==> config.mk <==
export PLATFORM = sky130hd
export DESIGN_NAME = irq_aggregator
export DESIGN_NICKNAME = d
export VERILOG_FILES = /design/src/rtl/irqagg_pkg.sv /design/src/rtl/irqagg_sync.sv /design/src/rtl/irqagg_capture.sv /design/src/rtl/irqagg_msg.sv /design/src/rtl/irq_aggregator.sv
export SDC_FILE = /design/constraint.sdc
export NUM_CORES = 1
export LEC_CHECK = 0
export BUFFER_PORTS_ARGS = -buffer_cell sky130_fd_sc_hd__buf_2
export CAP_MARGIN = 40
export CORE_MARGIN = 2
export CORE_UTILIZATION = 50
export DETAILED_ROUTE_END_ITERATION = 10
export GPL_TIMING_DRIVEN = 0
export PLACE_DENSITY = 0.74
export SKIP_CTS_REPAIR_TIMING = 1
export SLEW_MARGIN = 20
export SYNTH_ARGS = -nofsm -noshare
export SYNTH_HDL_FRONTEND = slang
export SYNTH_SLANG_ARGS = --single-unit
==> constraint.sdc <==
create_clock -name clk -period 3.4 [get_ports clk]
set_input_delay 0 -clock clk [delete_from_list [all_inputs] [get_ports clk]]
set_output_delay 0 -clock clk [all_outputs]
set_load 0.02 [all_outputs]
==> src/rtl/irqagg_pkg.sv <==
package irqagg_pkg;
  typedef enum logic [2:0] {
    SEL_TARGET = 3'd0,
    SEL_MASK   = 3'd1,
    SEL_REQ    = 3'd2,
    SEL_CHG    = 3'd3,
    SEL_LEVEL  = 3'd4
  } reg_sel_e;
endpackage

==> src/rtl/irqagg_sync.sv <==
module irqagg_sync #(
  parameter int W      = 11,
  parameter int STAGES = 2
) (
  input  logic         clk,
  input  logic         rst,
  input  logic [W-1:0] din,
  output logic [W-1:0] level,
  output logic [W-1:0] change
);
  logic [W-1:0] stg [STAGES];
  logic [W-1:0] level_d;

  always_ff @(posedge clk) begin
    if (rst) begin
      for (int i = 0; i < STAGES; i++) stg[i] <= '0;
      level_d <= '0;
    end else begin
      stg[0] <= din;
      for (int i = 1; i < STAGES; i++) stg[i] <= stg[i-1];
      level_d <= stg[STAGES-1];
    end
  end

  assign level  = stg[STAGES-1];
  assign change = stg[STAGES-1] ^ level_d;
endmodule

==> src/rtl/irqagg_capture.sv <==
module irqagg_capture #(
  parameter int W = 11
) (
  input  logic         clk,
  input  logic         rst,
  input  logic [W-1:0] set_vec,
  input  logic         clr,
  output logic [W-1:0] bits
);
  always_ff @(posedge clk) begin
    if (rst)      bits <= '0;
    else if (clr) bits <= set_vec;
    else          bits <= bits | set_vec;
  end
endmodule

==> src/rtl/irqagg_msg.sv <==
module irqagg_msg #(
  parameter int DW        = 32,
  parameter int DATA_BITS = 5
) (
  input  logic          clk,
  input  logic          rst,
  input  logic          fire,
  input  logic [DW-1:0] target,
  input  logic          ready,
  output logic          valid,
  output logic [DW-1:0] addr,
  output logic [DW-1:0] data
);
  localparam logic [DW-1:0] LOW_MASK = (DW'(1) << DATA_BITS) - DW'(1);

  always_ff @(posedge clk) begin
    if (rst) begin
      valid <= 1'b0;
      addr  <= '0;
      data  <= '0;
    end else if (fire && (!valid || ready)) begin
      valid <= 1'b1;
      addr  <= target & ~LOW_MASK;
      data  <= target & LOW_MASK;
    end else if (valid && ready) begin
      valid <= 1'b0;
    end
  end
endmodule

==> src/rtl/irq_aggregator.sv <==
module irq_aggregator
  import irqagg_pkg::*;
#(
  parameter int              NUM_LINES = 11,
  parameter logic [NUM_LINES-1:0] IMPL_MASK = 11'h5FF,
  parameter int              SYNC_STAGES = 2,
  parameter int              REG_AW    = 5,
  parameter int              REG_DW    = 32,
  parameter int              DATA_BITS = 5
) (
  input  logic                 clk,
  input  logic                 rst,
  input  logic [NUM_LINES-1:0] irq_in,
  input  logic                 reg_wr,
  input  logic                 reg_rd,
  input  logic [REG_AW-1:0]    reg_addr,
  input  logic [REG_DW-1:0]    reg_wdata,
  output logic [REG_DW-1:0]    reg_rdata,
  output logic                 msg_valid,
  input  logic                 msg_ready,
  output logic [REG_DW-1:0]    msg_addr,
  output logic [REG_DW-1:0]    msg_data
);
  localparam int SEL_W = REG_AW - 2;
  localparam int PAD_W = REG_DW - NUM_LINES;

  logic [NUM_LINES-1:0] level, change, req_bits, chg_bits, mask_q;
  logic [NUM_LINES-1:0] req_set, chg_set;
  logic [REG_DW-1:0]    target_q;
  logic [SEL_W-1:0]     sel;
  logic                 aligned, req_clr, chg_clr, fire;

  assign sel     = reg_addr[REG_AW-1:2];
  assign aligned = (reg_addr[1:0] == 2'b00);

  irqagg_sync #(.W(NUM_LINES), .STAGES(SYNC_STAGES)) u_sync (
    .clk(clk), .rst(rst), .din(irq_in), .level(level), .change(change)
  );

  assign chg_set = change & IMPL_MASK;
  assign req_set = chg_set & mask_q;
  assign req_clr = reg_rd && aligned && (sel == SEL_W'(SEL_REQ));
  assign chg_clr = reg_rd && aligned && (sel == SEL_W'(SEL_CHG));
  assign fire    = |req_set;

  irqagg_capture #(.W(NUM_LINES)) u_req (
    .clk(clk), .rst(rst), .set_vec(req_set), .clr(req_clr), .bits(req_bits)
  );

  irqagg_capture #(.W(NUM_LINES)) u_chg (
    .clk(clk), .rst(rst), .set_vec(chg_set), .clr(chg_clr), .bits(chg_bits)
  );

  irqagg_msg #(.DW(REG_DW), .DATA_BITS(DATA_BITS)) u_msg (
    .clk(clk), .rst(rst), .fire(fire), .target(target_q), .ready(msg_ready),
    .valid(msg_valid), .addr(msg_addr), .data(msg_data)
  );

  always_ff @(posedge clk) begin
    if (rst) begin
      mask_q   <= '0;
      target_q <= '0;
    end else if (reg_wr && aligned) begin
      if (sel == SEL_W'(SEL_MASK))   mask_q   <= reg_wdata[NUM_LINES-1:0] & IMPL_MASK;
      if (sel == SEL_W'(SEL_TARGET)) target_q <= reg_wdata;
    end
  end

  always_ff @(posedge clk) begin
    if (rst) begin
      reg_rdata <= '0;
    end else if (reg_rd) begin
      if (!aligned) reg_rdata <= '0;
      else begin
        case (sel)
          SEL_W'(SEL_TARGET): reg_rdata <= target_q;
          SEL_W'(SEL_MASK):   reg_rdata <= {{PAD_W{1'b0}}, mask_q};
          SEL_W'(SEL_REQ):    reg_rdata <= {{PAD_W{1'b0}}, req_bits};
          SEL_W'(SEL_CHG):    reg_rdata <= {{PAD_W{1'b0}}, chg_bits};
          SEL_W'(SEL_LEVEL):  reg_rdata <= {{PAD_W{1'b0}}, level & IMPL_MASK};
          default:            reg_rdata <= '0;
        endcase
      end
    end
  end
endmodule

### After elaboration in Yosys (flattened, before gate mapping)

Memory sizes are Yosys's and may differ from the RTL's.
Cells that the tools add are included.

* memory bits (writable): 22
* memories kept: 1
* logic and storage cells: 47
* input port bits: 53
* register bits: 140

Memory list
* u_sync.stg: words 2, bits a word 11, read ports 2, clocked after Yosys merged registers in 0, wr ports 2, RTL line irqagg_sync.sv:11 `logic [W-1:0] stg [STAGES];`

* muxes and demuxes: 11
* reduce and logical (&&, ||, !) cells: 15
* equality and inequality tests: 4
* bitwise logic cells: 6

Operator list (number)
* case mux 32 bit (5 select lines): 1
* two-way mux 11 bit: 4
* two-way mux 32 bit: 1
* bitwise OR 11 bit: 2
* bitwise AND 11 bit: 1
* OR reduction 11 bit: 1
* bitwise XOR 11 bit: 1
* == test 3 x 2 -> 1 bit, second input constant: 2
* logical AND 1 bit: 6
* two-way mux 1 bit: 5
* AND reduction 2 bit: 2
* == test 3 x 1 -> 1 bit, second input constant: 1
* == test 3 bit, second input constant: 1
* zero test 3 bit: 1
* zero test 2 bit: 1
* bitwise OR 1 bit: 2
* nonzero test 2 bit: 1
* OR reduction 2 bit: 1
* zero test 1 bit: 1
* logical OR 1 bit: 1

### Depth between registers and ports, before layout

An unclocked memory read counts as a cell.

* word-level depth: 6
* gate-level depth with buffers: 8
* depth with buffers taken out: 5

### Cells and area by module

Synthesis repeated with hierarchy kept, for this count alone.

* cells, all modules: 726
* area, all modules: 7180.6 um2

By module, submodules not included
* irq_aggregator: times used 1, cells an instance 367, area each 3557.2 um2, seq. area each 1481.4 um2
* irqagg_msg: times used 1, cells an instance 176, area each 1729.2 um2, seq. area each 660.6 um2
* irqagg_sync: times used 1, cells an instance 91, area each 1068.5 um2, seq. area each 660.6 um2
* irqagg_capture: times used 2, cells an instance 46, area each 412.9 um2, seq. area each 220.2 um2

### Worst setup path after synthesis

No wires, ideal clock.

* path kind: register to register
* start: memory u_sync.stg[1][6] (netlist: u_sync.stg[0][17])
* end: register u_msg.addr[13]
* setup slack: 1.887 ns
* data required time: 3.272 ns
* stages on the path, launching flop included: 8
* path buffers: 2
* arrival: 1.384 ns
* period minus slack after synthesis: 1.513 ns
* cell sequence: dfxtp_1 > xnor2_1 > nand2b_1 > and4_1 > buf_2 > buf_2 > a2bb2oi_1 > o211ai_1

RTL lines
* start: declaration: RTL line irqagg_sync.sv:11
* end signal: assignment: RTL line irqagg_msg.sv:23 `addr <= target & ~LOW_MASK;`
* end: declaration: RTL line irqagg_msg.sv:11 `output logic [DW-1:0] addr,`

==> impl_summary.txt <==
----------------------------------------------------
[Run status]
  Result of the run ... complete, but fails checks
  Failing checks ... hold timing

[Logic synthesis]
  Top-count cell post-synth ... sky130_fd_sc_hd__dfxtp_1
  Combined area of all synthesized cells ... 0.00677 mm2
  Commonest cells in the netlist ... sky130_fd_sc_hd__dfxtp_1 (157), sky130_fd_sc_hd__nor2b_1 (87), sky130_fd_sc_hd__a21oi_1 (78)
  Dominant cell type by area after synthesis ... sky130_fd_sc_hd__dfxtp_1
  Yosys reg bits ... 157
  Share of flip-flops with an asynchronous set or reset after synthesis ... 0%
  Ranking of synthesized cells by area ... sky130_fd_sc_hd__dfxtp_1 (46%), sky130_fd_sc_hd__nor2b_1 (8.0%), sky130_fd_sc_hd__a21oi_1 (5.8%), sky130_fd_sc_hd__nand3_1 (5.3%), sky130_fd_sc_hd__nand2_1 (4.2%)
  Flip-flop cell with the highest count after synthesis ... sky130_fd_sc_hd__dfxtp_1
  Number of cells produced by synthesis ... 778
  Ys Warns ... 0
  Synthesized area per cell ... 8.70 um2
  Seq/Total Area, Yosys ... 46.4%
  Area fraction of the dominant cell type after synthesis ... 46.4%
  Count of cell types in the netlist ... 38
  Number of synthesized flops with an enable pin ... 0

[Drt]
  Number of nets with antenna violations after routing ... 0
  Avg WL per Cell ... 15.8 um
  Remaining design rule violation count ... 0
  Drt first pass iters ... 6
  Iter 0 DRT Violations ... 537
  Sum of routed wire length over all layers ... 18600 um
  Via count ... 6244
  Post-DR vias/cell ... 5.32

[Floorplan]
  Core ar. ... 0.0132 mm2
  Initial core utilization ... 51.1%
  Standard-cell row count ... 42
  Die area ... 0.0145 mm2
  IO Pins ... 150
  Chip width ... 120 um
  Die Ht ... 120 um

[Pwr]
  Final Total Pwr ... 4070 uW
  Power per standard cell area ... 468 mW/mm2
  Largest voltage drop on the vdd net ... 0.000357 V
  P_leak ... 0.00353 uW

[GRT]
  Aggregate global-route resource usage ... 24.5%
  Busiest metal layer after global routing ... met2
  Largest net degree at the start of global routing ... 17
  Gr ovfl total ... 0
  Antenna violations before repair ... 0
  M3 GR Usage ... 5.14%
  Global-route wire length before repair ... 27800 um
  Met2 track demand over resource ... 38.8%
  Via count of the first global-routing pass ... 5317
  GRT met1 Usage ... 33.4%

[Layout]
  Area of all sequential standard cells ... 0.00314 mm2
  Area growth syn-to-layout ... 28.4%
  Final Util ... 65.6%
  Area of the multi-input gates ... 0.00320 mm2
  Fraction of layout cells with a size suffix above 1 ... 22.5%
  Final net count ... 1037
  Number of antenna cells inserted ... 0
  Filler Cells Inserted ... 1127
  Finished Layout Cells ... 1173

[STA]
  Hold violation total from the final report ... 1
  Worst-case hold slack ... -0.000582 ns
  Summed negative setup slack over all endpoints ... 0 ns
  Fin crit period ... 1.92 ns
  Count of final max-slew check failures ... 0
  Portion of the clock cycle consumed by the worst path in the final layout ... 56.3%
  Highest Clock Rate ... 522 MHz
  RSZ-0062 raised after global routing ... no
  Worst Slack Setup Final ... 1.48 ns
  Worst Tran Pin Value ... 0.665 ns
  Number of failing setup endpoints in the final timing report ... 0
  Largest clock skew in the final design ... 0.00652 ns
  Slew headroom ... 55.5%

[Placed design]
  # placed instances ... 1099
  Port-buffer cells ... 114
  Worst slack at placement ... 1.54 ns
  Final weighted congestion of routability-driven global placement ... 0.850
  Detailed-placement wirelength estimate ... 12700 um

[Setup path]
  Arrival time of the worst setup path ... 2.22 ns
  Worst path required time ... 3.70 ns
  Slowest cell delay on critical path ... 0.33 ns
  Worst setup SP type ... flip-flop
  Source of the worst register-to-register timing path ... u_sync.stg[0][17]$_SDFF_PP0_
  Crit path buf inv count ... 2
  Critical path destination ... u_msg.addr[18]$_SDFFE_PP0P_
  Critical Path, Cell by Cell ... xnor2_1 -> nand2b_1 -> and4_1 -> buf_2 -> buf_2 -> a2bb2oi_1 -> o211ai_1
  CP max stage cell ... sky130_fd_sc_hd__dfxtp_1
  Source of the critical timing path ... u_sync.stg[0][17]$_SDFF_PP0_
  Worst reg-to-reg setup slack ... 1.48 ns
  Category of the worst setup path capture point ... flip-flop
  Cell count along the critical path ... 7
  Crit-path max FO ... 10
  End of the worst register-to-register path ... u_msg.addr[18]$_SDFFE_PP0P_
  R2r worst-path depth ... 7
  Cell family with the largest share of critical-path delay ... buffers and inverters
  Start-to-end type of the worst setup path ... flip-flop to flip-flop
  Most used cell along the critical path ... sky130_fd_sc_hd__buf_2

[Clock network]
  Number of clock sinks ... 157
  Number of buffers inserted during clock tree synthesis ... 17
  H-tree lvl count ... 4
  Worst skew pair latency ... 0.43 ns
  Bufs on Longest Clock Path ... 2
  Root Buffer Master ... sky130_fd_sc_hd__clkbuf_16
  Post-CTS clock slew at the launch and capture registers of the worst setup and hold paths ... 0.06 ns
  CTS tree ... done

[Run]
  Max-cap violations ... 0

[Min path]
  Path class of the lowest-slack min-delay path ... primary input to flip-flop

----------------------------------------------------
==> through the flow <==
stage	area (um2)	hold WS, ns
finish	8690	-0.000582
global route	8690	0.0413
CTS	8270	-0.228
detailed placement	7680	0.215
global placement	7680	0.208
floorplan	6890	0.128
==> power by group <==
group | total [uW] | internal, uW | leakage, uW | switching (uW)
clock | 1890 | 1120 | 0.000282 | 773
combinational | 289 | 125 | 0.00198 | 164
sequential | 1880 | 1870 | 0.00127 | 15.6
total | 4070 | 3110 | 0.00353 | 953
==> final cells by class <==
class,instances,share of cell area (%)
clock buffer,19,5.21
clock inverter,13,1.61
sequential,157,36.2
buffer,94,6.05
timing repair buffer,156,11.4
tap,176,2.53
multi-input combinational,553,36.8
inverter,5,0.216
==> per-layer routing <==
metal  wire length (um)  vias up
met2               8730      260
met4                401        0
li1                   -     3022
met1               8150     2926
met3               1290       36
met5                  0        -
==> flip-flops by register name (all words and copies together), names as in the netlist <==
register and flops:
u_msg.valid 1, u_chg.bits 10, u_sync.level_d 10, u_msg.data 5
u_sync.stg 20, u_msg.addr 27, reg_rdata 32, mask_q 10
target_q 32, u_req.bits 10
==> logic make-up after synthesis <==
| family | after synthesis | synth area share (%) |
|---|---|---|
| XOR/XNOR | 10 | 1.29 |
| AND/OR/NAND/NOR | 313 | 22.9 |
| multiplexers | 26 | 4.58 |
| flip-flops | 157 | 46.4 |
| AO/OA/AOI/OAI | 172 | 16.7 |
| other | 1 | 0.0554 |
| buffers and inverters | 99 | 8.04 |
==> cells in the final DEF (no fill, tap or decap), drive strengths merged, types with 2 or more instances in the layout <==
cell	instances
conb	32
dfxtp	157
nor2b	87
mux4	4
o21ai	14
nand3	72
nor2	53
nand2	76
clkinv	6
nor3	5
clkbuf	48
nand2b	12
o22ai	2
a21oi	79
xnor2	4
a2bb2oi	31
o211ai	33
xor2	6
or2	2
clkinvlp	4
a22oi	9
buf	179
inv	6
a31oi	2
bufinv	2
dlygate4sd3	42
mux2i	22
==> worst min-delay path: cells and delay by family <==
family | cells | cell delay (ns)
and+or+nand+nor | 2 | 0.19
AOI/OAI and AO/OA | 1 | 0.05
buffers and inverters | 1 | 0.15
==> worst min-delay path by stage <==
stage                    from                     endpoint  cells after the start
floorplan           irq_in[0]  u_sync.stg[0][0]$_SDFF_PP0_                      1
global placement    irq_in[7]  u_sync.stg[0][7]$_SDFF_PP0_                      2
detailed placement  irq_in[8]  u_sync.stg[0][8]$_SDFF_PP0_                      2
CTS                 irq_in[8]  u_sync.stg[0][8]$_SDFF_PP0_                      2
global route           reg_rd    reg_rdata[9]$_SDFFE_PP0P_                      4
finish                 reg_rd    reg_rdata[9]$_SDFFE_PP0P_                      4
Note: power is estimated with default switching activity, not from simulation.
